**config.mk**
```make
export PLATFORM = sky130hd
export DESIGN_NAME = i2c_sector_mem
export DESIGN_NICKNAME = d
export VERILOG_FILES = /design/src/rtl/i2c_sector_mem_pkg.sv /design/src/rtl/i2c_bus_sync.sv /design/src/rtl/i2c_sector_store.sv /design/src/rtl/i2c_sector_mem.sv
export SDC_FILE = /design/constraint.sdc
export NUM_CORES = 2
export LEC_CHECK = 0
export BUFFER_PORTS_ARGS = -buffer_cell sky130_fd_sc_hd__buf_2
export CORE_MARGIN = 5
export CORE_UTILIZATION = 65
export CTS_CLUSTER_SIZE = 12
export DETAILED_ROUTE_END_ITERATION = 12
export PLACE_DENSITY = 0.82
export SYNTH_ARGS = -nofsm -noshare
export SYNTH_HDL_FRONTEND = slang
export SYNTH_HIERARCHICAL = 1
export SYNTH_SLANG_ARGS = --single-unit
```
**constraint.sdc**
```tcl
create_clock -name clk_i -period 8.7 [get_ports clk_i]
set_input_delay 1.305 -clock clk_i [delete_from_list [all_inputs] [get_ports clk_i]]
set_output_delay 1.305 -clock clk_i [all_outputs]
set_load 0.005 [all_outputs]
```
**src/rtl/i2c_sector_mem_pkg.sv**
```systemverilog
package i2c_sector_mem_pkg;
  typedef enum logic [2:0] {
    ST_IDLE, ST_DEV, ST_ADDR, ST_WDATA, ST_ACK, ST_RDATA, ST_RACK
  } bus_state_e;

  typedef enum logic {
    MODE_TRIG = 1'b0,
    MODE_A2   = 1'b1
  } erase_mode_e;

  localparam logic [3:0] DEV_TYPE = 4'b1010;
endpackage

```
**src/rtl/i2c_bus_sync.sv**
```systemverilog
module i2c_bus_sync (
  input  logic clk_i,
  input  logic rst_ni,
  input  logic scl_i,
  input  logic sda_i,
  output logic scl_o,
  output logic sda_o,
  output logic scl_rise_o,
  output logic scl_fall_o,
  output logic start_o,
  output logic stop_o
);
  logic [2:0] scl_sr, sda_sr;

  always_ff @(posedge clk_i or negedge rst_ni) begin
    if (!rst_ni) begin
      scl_sr <= '1;
      sda_sr <= '1;
    end else begin
      scl_sr <= {scl_sr[1:0], scl_i};
      sda_sr <= {sda_sr[1:0], sda_i};
    end
  end

  assign scl_o      = scl_sr[1];
  assign sda_o      = sda_sr[1];
  assign scl_rise_o = scl_sr[1] & ~scl_sr[2];
  assign scl_fall_o = ~scl_sr[1] & scl_sr[2];
  // SDA edge while SCL steady high
  assign start_o    = scl_sr[1] & scl_sr[2] & ~sda_sr[1] & sda_sr[2];
  assign stop_o     = scl_sr[1] & scl_sr[2] & sda_sr[1] & ~sda_sr[2];
endmodule

```
**src/rtl/i2c_sector_store.sv**
```systemverilog
module i2c_sector_store #(
  parameter int unsigned BYTES     = 128,
  parameter int unsigned ADDR_W    = 7,
  parameter int unsigned PROG_CYC  = 2000,
  parameter int unsigned ERASE_CYC = 5000
) (
  input  logic              clk_i,
  input  logic              rst_ni,
  input  logic              prog_i,
  input  logic              erase_i,
  input  logic              sector_i,
  input  logic [ADDR_W-1:0] addr_i,
  input  logic [7:0]        data_i,
  output logic [7:0]        rd_data_o,
  output logic              busy_o
);
  localparam int unsigned BUSY_MAX = PROG_CYC + ERASE_CYC;
  localparam int unsigned CNT_W    = $clog2(BUSY_MAX + 1);
  localparam int          HALF     = int'(BYTES / 2);

  logic [7:0]       mem_q [BYTES];
  logic [CNT_W-1:0] cnt_q;

  always_ff @(posedge clk_i or negedge rst_ni) begin
    if (!rst_ni) begin
      for (int i = 0; i < int'(BYTES); i++) mem_q[i] <= 8'hFF;
      cnt_q <= '0;
    end else begin
      for (int i = 0; i < int'(BYTES); i++)
        if (erase_i && ((i >= HALF) == sector_i)) mem_q[i] <= 8'hFF;
      if (prog_i) mem_q[addr_i] <= data_i;  // program wins over erase
      if (erase_i && prog_i)   cnt_q <= CNT_W'(BUSY_MAX);
      else if (erase_i)        cnt_q <= CNT_W'(ERASE_CYC);
      else if (prog_i)         cnt_q <= CNT_W'(PROG_CYC);
      else if (cnt_q != '0)    cnt_q <= cnt_q - 1'b1;
    end
  end

  assign rd_data_o = mem_q[addr_i];
  assign busy_o    = (cnt_q != '0);

  a_r9_busy_after_cmd: assert property (@(posedge clk_i) disable iff (!rst_ni)
    (prog_i || erase_i) |=> busy_o);
  a_r9_busy_counts_down: assert property (@(posedge clk_i) disable iff (!rst_ni)
    (busy_o && !prog_i && !erase_i) |=> (cnt_q == $past(cnt_q) - 1'b1));
  a_r2_prog_lands: assert property (@(posedge clk_i) disable iff (!rst_ni)
    prog_i |=> (mem_q[$past(addr_i)] == $past(data_i)));
endmodule

```
**src/rtl/i2c_sector_mem.sv**
```systemverilog
module i2c_sector_mem
  import i2c_sector_mem_pkg::*;
#(
  parameter int unsigned MEM_KBIT   = 1,
  parameter erase_mode_e ERASE_MODE = MODE_TRIG,
  parameter int unsigned TRIG_ADDR0 = 0,
  parameter int unsigned TRIG_ADDR1 = MEM_KBIT * 64,
  parameter int unsigned PROG_CYC   = 2000,
  parameter int unsigned ERASE_CYC  = 5000
) (
  input  logic       clk_i,
  input  logic       rst_ni,
  input  logic       scl_i,
  input  logic       sda_i,
  input  logic       wp_i,
  input  logic [2:0] hw_addr_i,
  output logic       sda_oe_o
);
  localparam int unsigned BYTES  = MEM_KBIT * 128;
  localparam int unsigned ADDR_W = $clog2(BYTES);
  localparam bit          WIDE   = (ADDR_W > 8);
  // strap bits compared: A2-select frees A2, wide memory borrows A1
  localparam logic [2:0] HW_MASK = (ERASE_MODE == MODE_A2) ?
                                   (WIDE ? 3'b001 : 3'b011) :
                                   (WIDE ? 3'b101 : 3'b111);
  localparam logic [ADDR_W-1:0] TRIG0 = ADDR_W'(TRIG_ADDR0);
  localparam logic [ADDR_W-1:0] TRIG1 = ADDR_W'(TRIG_ADDR1);

  logic scl_s, sda_s, scl_rise, scl_fall, bus_start, bus_stop;

  i2c_bus_sync u_sync (
    .clk_i, .rst_ni, .scl_i, .sda_i,
    .scl_o(scl_s), .sda_o(sda_s), .scl_rise_o(scl_rise),
    .scl_fall_o(scl_fall), .start_o(bus_start), .stop_o(bus_stop)
  );

  bus_state_e        state, ack_nxt;
  logic [3:0]        bit_cnt;
  logic [7:0]        shreg;
  logic [ADDR_W-1:0] ptr;
  logic              oe_q, er_q, er_pend, er_sec, addr_msb, mack_q;
  logic              busy, prog, erase_cmd, erase_sec, trig_hit, wr_ok;
  logic              hw_ok, sel_erase, dev_ok, byte_done;
  logic [7:0]        rd_data;
  logic [ADDR_W-1:0] byte_addr;

  assign byte_done = scl_fall && (bit_cnt == 4'd8);
  assign hw_ok     = ((shreg[3:1] ^ hw_addr_i) & HW_MASK) == 3'b000;
  assign sel_erase = (ERASE_MODE == MODE_A2) && shreg[3];
  assign dev_ok    = (shreg[7:4] == DEV_TYPE) && hw_ok && !busy && !(sel_erase && shreg[0]);
  assign byte_addr = ADDR_W'({addr_msb, shreg});
  assign wr_ok     = !wp_i && !er_q;
  assign trig_hit  = (ERASE_MODE == MODE_TRIG) && ((ptr == TRIG0) || (ptr == TRIG1));
  assign prog      = (state == ST_WDATA) && byte_done && wr_ok;
  assign erase_cmd = (prog && trig_hit) || (bus_stop && er_pend);
  assign erase_sec = er_pend ? er_sec : ptr[ADDR_W-1];

  i2c_sector_store #(
    .BYTES(BYTES), .ADDR_W(ADDR_W), .PROG_CYC(PROG_CYC), .ERASE_CYC(ERASE_CYC)
  ) u_store (
    .clk_i, .rst_ni, .prog_i(prog), .erase_i(erase_cmd), .sector_i(erase_sec),
    .addr_i(ptr), .data_i(shreg), .rd_data_o(rd_data), .busy_o(busy)
  );

  always_ff @(posedge clk_i or negedge rst_ni) begin
    if (!rst_ni) begin
      state <= ST_IDLE;  ack_nxt <= ST_IDLE;
      bit_cnt <= '0;     shreg <= '0;      ptr <= '0;
      oe_q <= 1'b0;      er_q <= 1'b0;     er_pend <= 1'b0;
      er_sec <= 1'b0;    addr_msb <= 1'b0; mack_q <= 1'b0;
    end else if (bus_start) begin
      state <= ST_DEV; bit_cnt <= '0; oe_q <= 1'b0; er_pend <= 1'b0;
    end else if (bus_stop) begin
      state <= ST_IDLE; oe_q <= 1'b0; er_pend <= 1'b0;
    end else begin
      unique case (state)
        ST_DEV, ST_ADDR, ST_WDATA: begin
          if (scl_rise && bit_cnt != 4'd8) begin
            shreg   <= {shreg[6:0], sda_s};
            bit_cnt <= bit_cnt + 4'd1;
          end else if (byte_done) begin
            state <= ST_IDLE;
            if (state == ST_DEV && dev_ok) begin
              oe_q <= 1'b1; state <= ST_ACK;
              er_q <= sel_erase; addr_msb <= shreg[2];
              ack_nxt <= shreg[0] ? ST_RDATA : ST_ADDR;
            end else if (state == ST_ADDR && !(er_q && wp_i)) begin
              oe_q <= 1'b1; state <= ST_ACK; ack_nxt <= ST_WDATA;
              ptr <= byte_addr;
              if (er_q) begin
                er_pend <= 1'b1; er_sec <= byte_addr[ADDR_W-1];
              end
            end else if (state == ST_WDATA && wr_ok) begin
              oe_q <= 1'b1; state <= ST_ACK; ack_nxt <= ST_WDATA;
              ptr <= ptr + 1'b1;
            end
          end
        end
        ST_ACK: if (scl_fall) begin
          oe_q <= 1'b0; bit_cnt <= '0; state <= ack_nxt;
          if (ack_nxt == ST_RDATA) begin
            shreg <= rd_data; oe_q <= ~rd_data[7]; bit_cnt <= 4'd1; ptr <= ptr + 1'b1;
          end
        end
        ST_RDATA: if (scl_fall) begin
          if (bit_cnt == 4'd8) begin
            oe_q <= 1'b0; state <= ST_RACK;
          end else begin
            shreg <= {shreg[6:0], 1'b0}; oe_q <= ~shreg[6]; bit_cnt <= bit_cnt + 4'd1;
          end
        end
        ST_RACK: begin
          if (scl_rise) mack_q <= ~sda_s;
          if (scl_fall) begin
            if (mack_q) begin
              state <= ST_RDATA; shreg <= rd_data; oe_q <= ~rd_data[7];
              bit_cnt <= 4'd1; ptr <= ptr + 1'b1;
            end else state <= ST_IDLE;
          end
        end
        default: ;
      endcase
    end
  end

  assign sda_oe_o = oe_q;

  a_r3_pull_only_scl_low: assert property (@(posedge clk_i) disable iff (!rst_ni)
    $rose(sda_oe_o) |-> !scl_s);
  a_r9_busy_nacks_dev: assert property (@(posedge clk_i) disable iff (!rst_ni)
    (state == ST_DEV && byte_done && busy) |=> !sda_oe_o);
  a_r8_wp_blocks_erase: assert property (@(posedge clk_i) disable iff (!rst_ni)
    (state == ST_ADDR && byte_done && er_q && wp_i) |=> (!er_pend && !sda_oe_o));
  a_r7_stop_starts_erase: assert property (@(posedge clk_i) disable iff (!rst_ni)
    (bus_stop && er_pend) |=> busy);
  a_r11_idle_released: assert property (@(posedge clk_i) disable iff (!rst_ni)
    (state == ST_IDLE) |-> !sda_oe_o);
endmodule

```
==> impl_metrics.yaml <==
run_status:
  status: "finished, final reports clean"
sta:
  timing.final.crit_share: 0.5725
  setup_violations: 0
  fin_crit_ns: 4.981
  setup_tns_ns: 0
  rsz0062_at_grt: "no"
  worstMarginPinSlew_ns: 1.337
  slew_headroom: 0.1037
  fin_skew_ns: 0.01811
  slew_violations: 0
  hold_violations: 0
  fmaxAchievable_mhz: 200.8
synthesis:
  synth-seq-cells: 1070
  ys_types: 68
  ys_warn_count: 6
  synthCells: 5375
  async_flop_share: 1.000
  synth-main-ff-cell: "dfstp_2"
  synth.area.mux_share: 0.1472
  synth_area_sq_um: 52830
  syn_nets: 5389
  synthAdderAreaFrac: 0.001421
  synth_edf_count: 0
  synth_top_family_by_area: "simple AND/OR/NAND/NOR gates"
  synth.avg_cell_area_sq_um: 9.829
  seq_area_frac_synth: 0.5312
  synthXorXnorAreaFrac: 0.001658
  synth-simple-area-share: 0.1765
  synth_compound_area_frac: 0.1054
global_route:
  use_met3: 0.06708
  grt_max_degree: 201
  grtUsageMet1: 0.4261
  overflow: 0
  antenna_found_initial: 2
  top_usage_layer: "met2"
  track_usage: 0.3177
  grt_pass1_vias: 40090
  met2_usage: 0.5010
  grt_pass1_wl_um: 221000
place:
  dp_cells: 6006
  hpwl_um: 78920
  portBuffers: 8
  gp_routability_congestion: 0.8416
die:
  core_area_sq_um: 80550
  rows: 104
  die_w_um: 295.1
  die_h_um: 295.1
  dieArea_sq_um: 87080
  initial_utilization: 0.6559
  boundaryPins: 9
route:
  routed_via_density: 6.457
  postRouteWirelength_um: 138200
  wl_per_cell_um: 22.29
  num_vias: 40050
  post-route-drc-count: 0
  drt-initial-drc-count: 5062
  ant_nets: 0
  dr.pass1.iters: 6
power:
  seqPwrFrac: 0.505
  power_switching_mw: 2.881
  p_leak_nw: 20.36
  p_per_area_nw_per_um2: 188.2
  pwr-share-comb: 0.063
  p_sw_frac: 0.2717
  ir_worst_vdd_v: 0.0001705
  p_int_mw: 7.723
  clockPowerShare: 0.431
worst_setup_path:
  critical_path.cell_chain: "nor2b_1 > and3_1 > nor3b_2 > buf_4 > nand4bb_1 > nor2_1 > o21ai_0"
  r2r_start: "u_sync/scl_sr[2]"
  crit_required_ns: 9.25
  crit_slowest_cell: "nor2_1"
  r2r_slack_ns: 3.72
  critPathKind: "reg2reg"
  rr_endpoint: "u_store/mem_q[809]"
  cp.arrival_ns: 5.53
  worstPathMaxFanout: 26
  r2r_cells: 7
  end_kind: "register"
  slowest_delay_ns: 1.36
  crit_path_start_kind: "register"
worst_hold_path:
  min_to: "u_sync/scl_sr[1]"
  hold_class: "reg2reg"
  worstHoldStart: "u_sync/scl_sr[0]"
  holdPathStages: 0
clocking:
  clkSinkCount: 1070
  cts_resized: 0
  tritoncts: "built"
  path_clk_slew_ns: 0.06
  clk_path_buf_depth: 3
  htreeDepth: 3
  clk_latency_ns: 0.69
  cts_hold_buf: 0
  root_buffer: "clkbuf_16"
  numCtsBuffers: 111
  post_cts_buffers: 0
final_layout:
  drive_gt1_frac: 0.3173
  nNetsFinal: 5073
  stdcell_count: 6202
  area_growth_syn_to_layout_pct: 6.645
  final_common_cell: "nor2_1"
  layout_common_cells: "nor2_1, dfstp_2, nand2_1, o21ai_0, a21oi_1"
job:
  drv_cap: 0
-- per-stage QoR --
| stage | utilization | total power, mW | cell area (sq um) | worst slack, ns | hold slack (ns) |
|---|---|---|---|---|---|
| 4_1_cts | 0.6995 | 10.63 | 56340 | 3.943 | 0.3557 |
| 5_1_grt | 0.6995 | 10.93 | 56340 | 3.546 | 0.3569 |
| 3_5_place_dp | 0.6562 | 6.068 | 52860 | 3.988 | 0.3476 |
| 2_1_floorplan | - | 5.671 | 52830 | 5.426 | 0.3452 |
| 6_report | 0.6995 | 10.60 | 56340 | 3.719 | 0.3554 |
| 3_3_place_gp | 0.6562 | 6.063 | 52860 | 4.018 | 0.3455 |
-- flip-flops by register name, indices dropped and copies added, names as in the netlist --
name / count
ack_nxt: 3
bit_cnt: 4
mack_q: 1
ptr: 7
sda_oe_o: 1
shreg: 8
state: 3
u_store/cnt_q: 13
u_store/mem_q: 1024
u_sync/scl_sr: 3
u_sync/sda_sr: 3
-- power by group through the flow --
stage	sequential [mW]	clock, mW	combinational [mW]
global placement	5.41	0	0.649
global route	5.36	4.85	0.716
floorplan	5.12	0	0.551
CTS	5.35	4.63	0.662
finish	5.36	4.57	0.672
detailed placement	5.42	0	0.653
-- layer usage --
metal,share of wire,up-vias
met5,0,-
li1,-,17580
met4,0.055,0
met2,0.47,2044
met1,0.38,20000
met3,0.093,425
-- cell type report --
class,instances,area [sq um]
Antenna cell,1,2.502
Clock buffer,166,3256
Clock inverter,29,229.0
Fill cell,5512,24200
Inverter,14,52.55
Multi-Input combinational cell,3812,22850
Sequential cell,1070,28110
Tap cell,1060,1326
Timing Repair Buffer,50,515.5
-- cells by family after synthesis --
| group | Yosys count |
|---|---|
| simple gates | 2354 |
| compound gates | 1087 |
| flops | 1070 |
| buf+inv | 493 |
| mux | 355 |
| xor+xnor | 10 |
| fa+ha+maj | 6 |
-- critical path, delay by kind of cell, from the launching register on --
kind | cells | cell delay, ns
buf+inv | 1 | 0.36
compound gates | 1 | 0.30
simple gates | 5 | 3.60
flops | 1 | 0.55
-- how the worst max path moves through the flow --
stage / start / end / slack (ns) / cells after the start
2_1_floorplan: wp_i / u_store/mem_q[1000] / 5.43 / 8
3_3_place_gp: ptr[0] / shreg[7] / 4.02 / 9
3_5_place_dp: ptr[0] / shreg[7] / 3.99 / 9
4_1_cts: ptr[0] / shreg[7] / 3.94 / 9
5_1_grt: u_sync/scl_sr[2] / u_store/mem_q[470] / 3.55 / 10
6_report: u_sync/scl_sr[2] / u_store/mem_q[809] / 3.72 / 7
-- cells in the mapped netlist, types with 5 or more instances --
cell	n	area share
nor2_1	1587	0.11
dfstp_2	1030	0.51
nand2_1	634	0.045
o21ai_0	576	0.055
a21oi_1	473	0.045
clkbuf_1	400	0.028
mux4_2	336	0.14
buf_2	50	0.0047
dfrtp_1	40	0.019
buf_1	25	0.0018
mux2_2	16	0.0034
nand4_1	15	0.0018
inv_1	14	0.00099
nand3_1	14	0.0013
nor2b_1	12	0.0014
and4b_1	9	0.0017
nor3_1	9	0.00085
or3_1	9	0.0011
and3_1	7	0.00083
and2_1	6	0.00071
ha_1	6	0.0014
or4bb_1	6	0.0013
o22a_1	5	0.00083
or4b_2	5	0.00095
xnor2_1	5	0.00083
xor2_1	5	0.00083
Note: power is estimated with default switching activity, not from simulation.
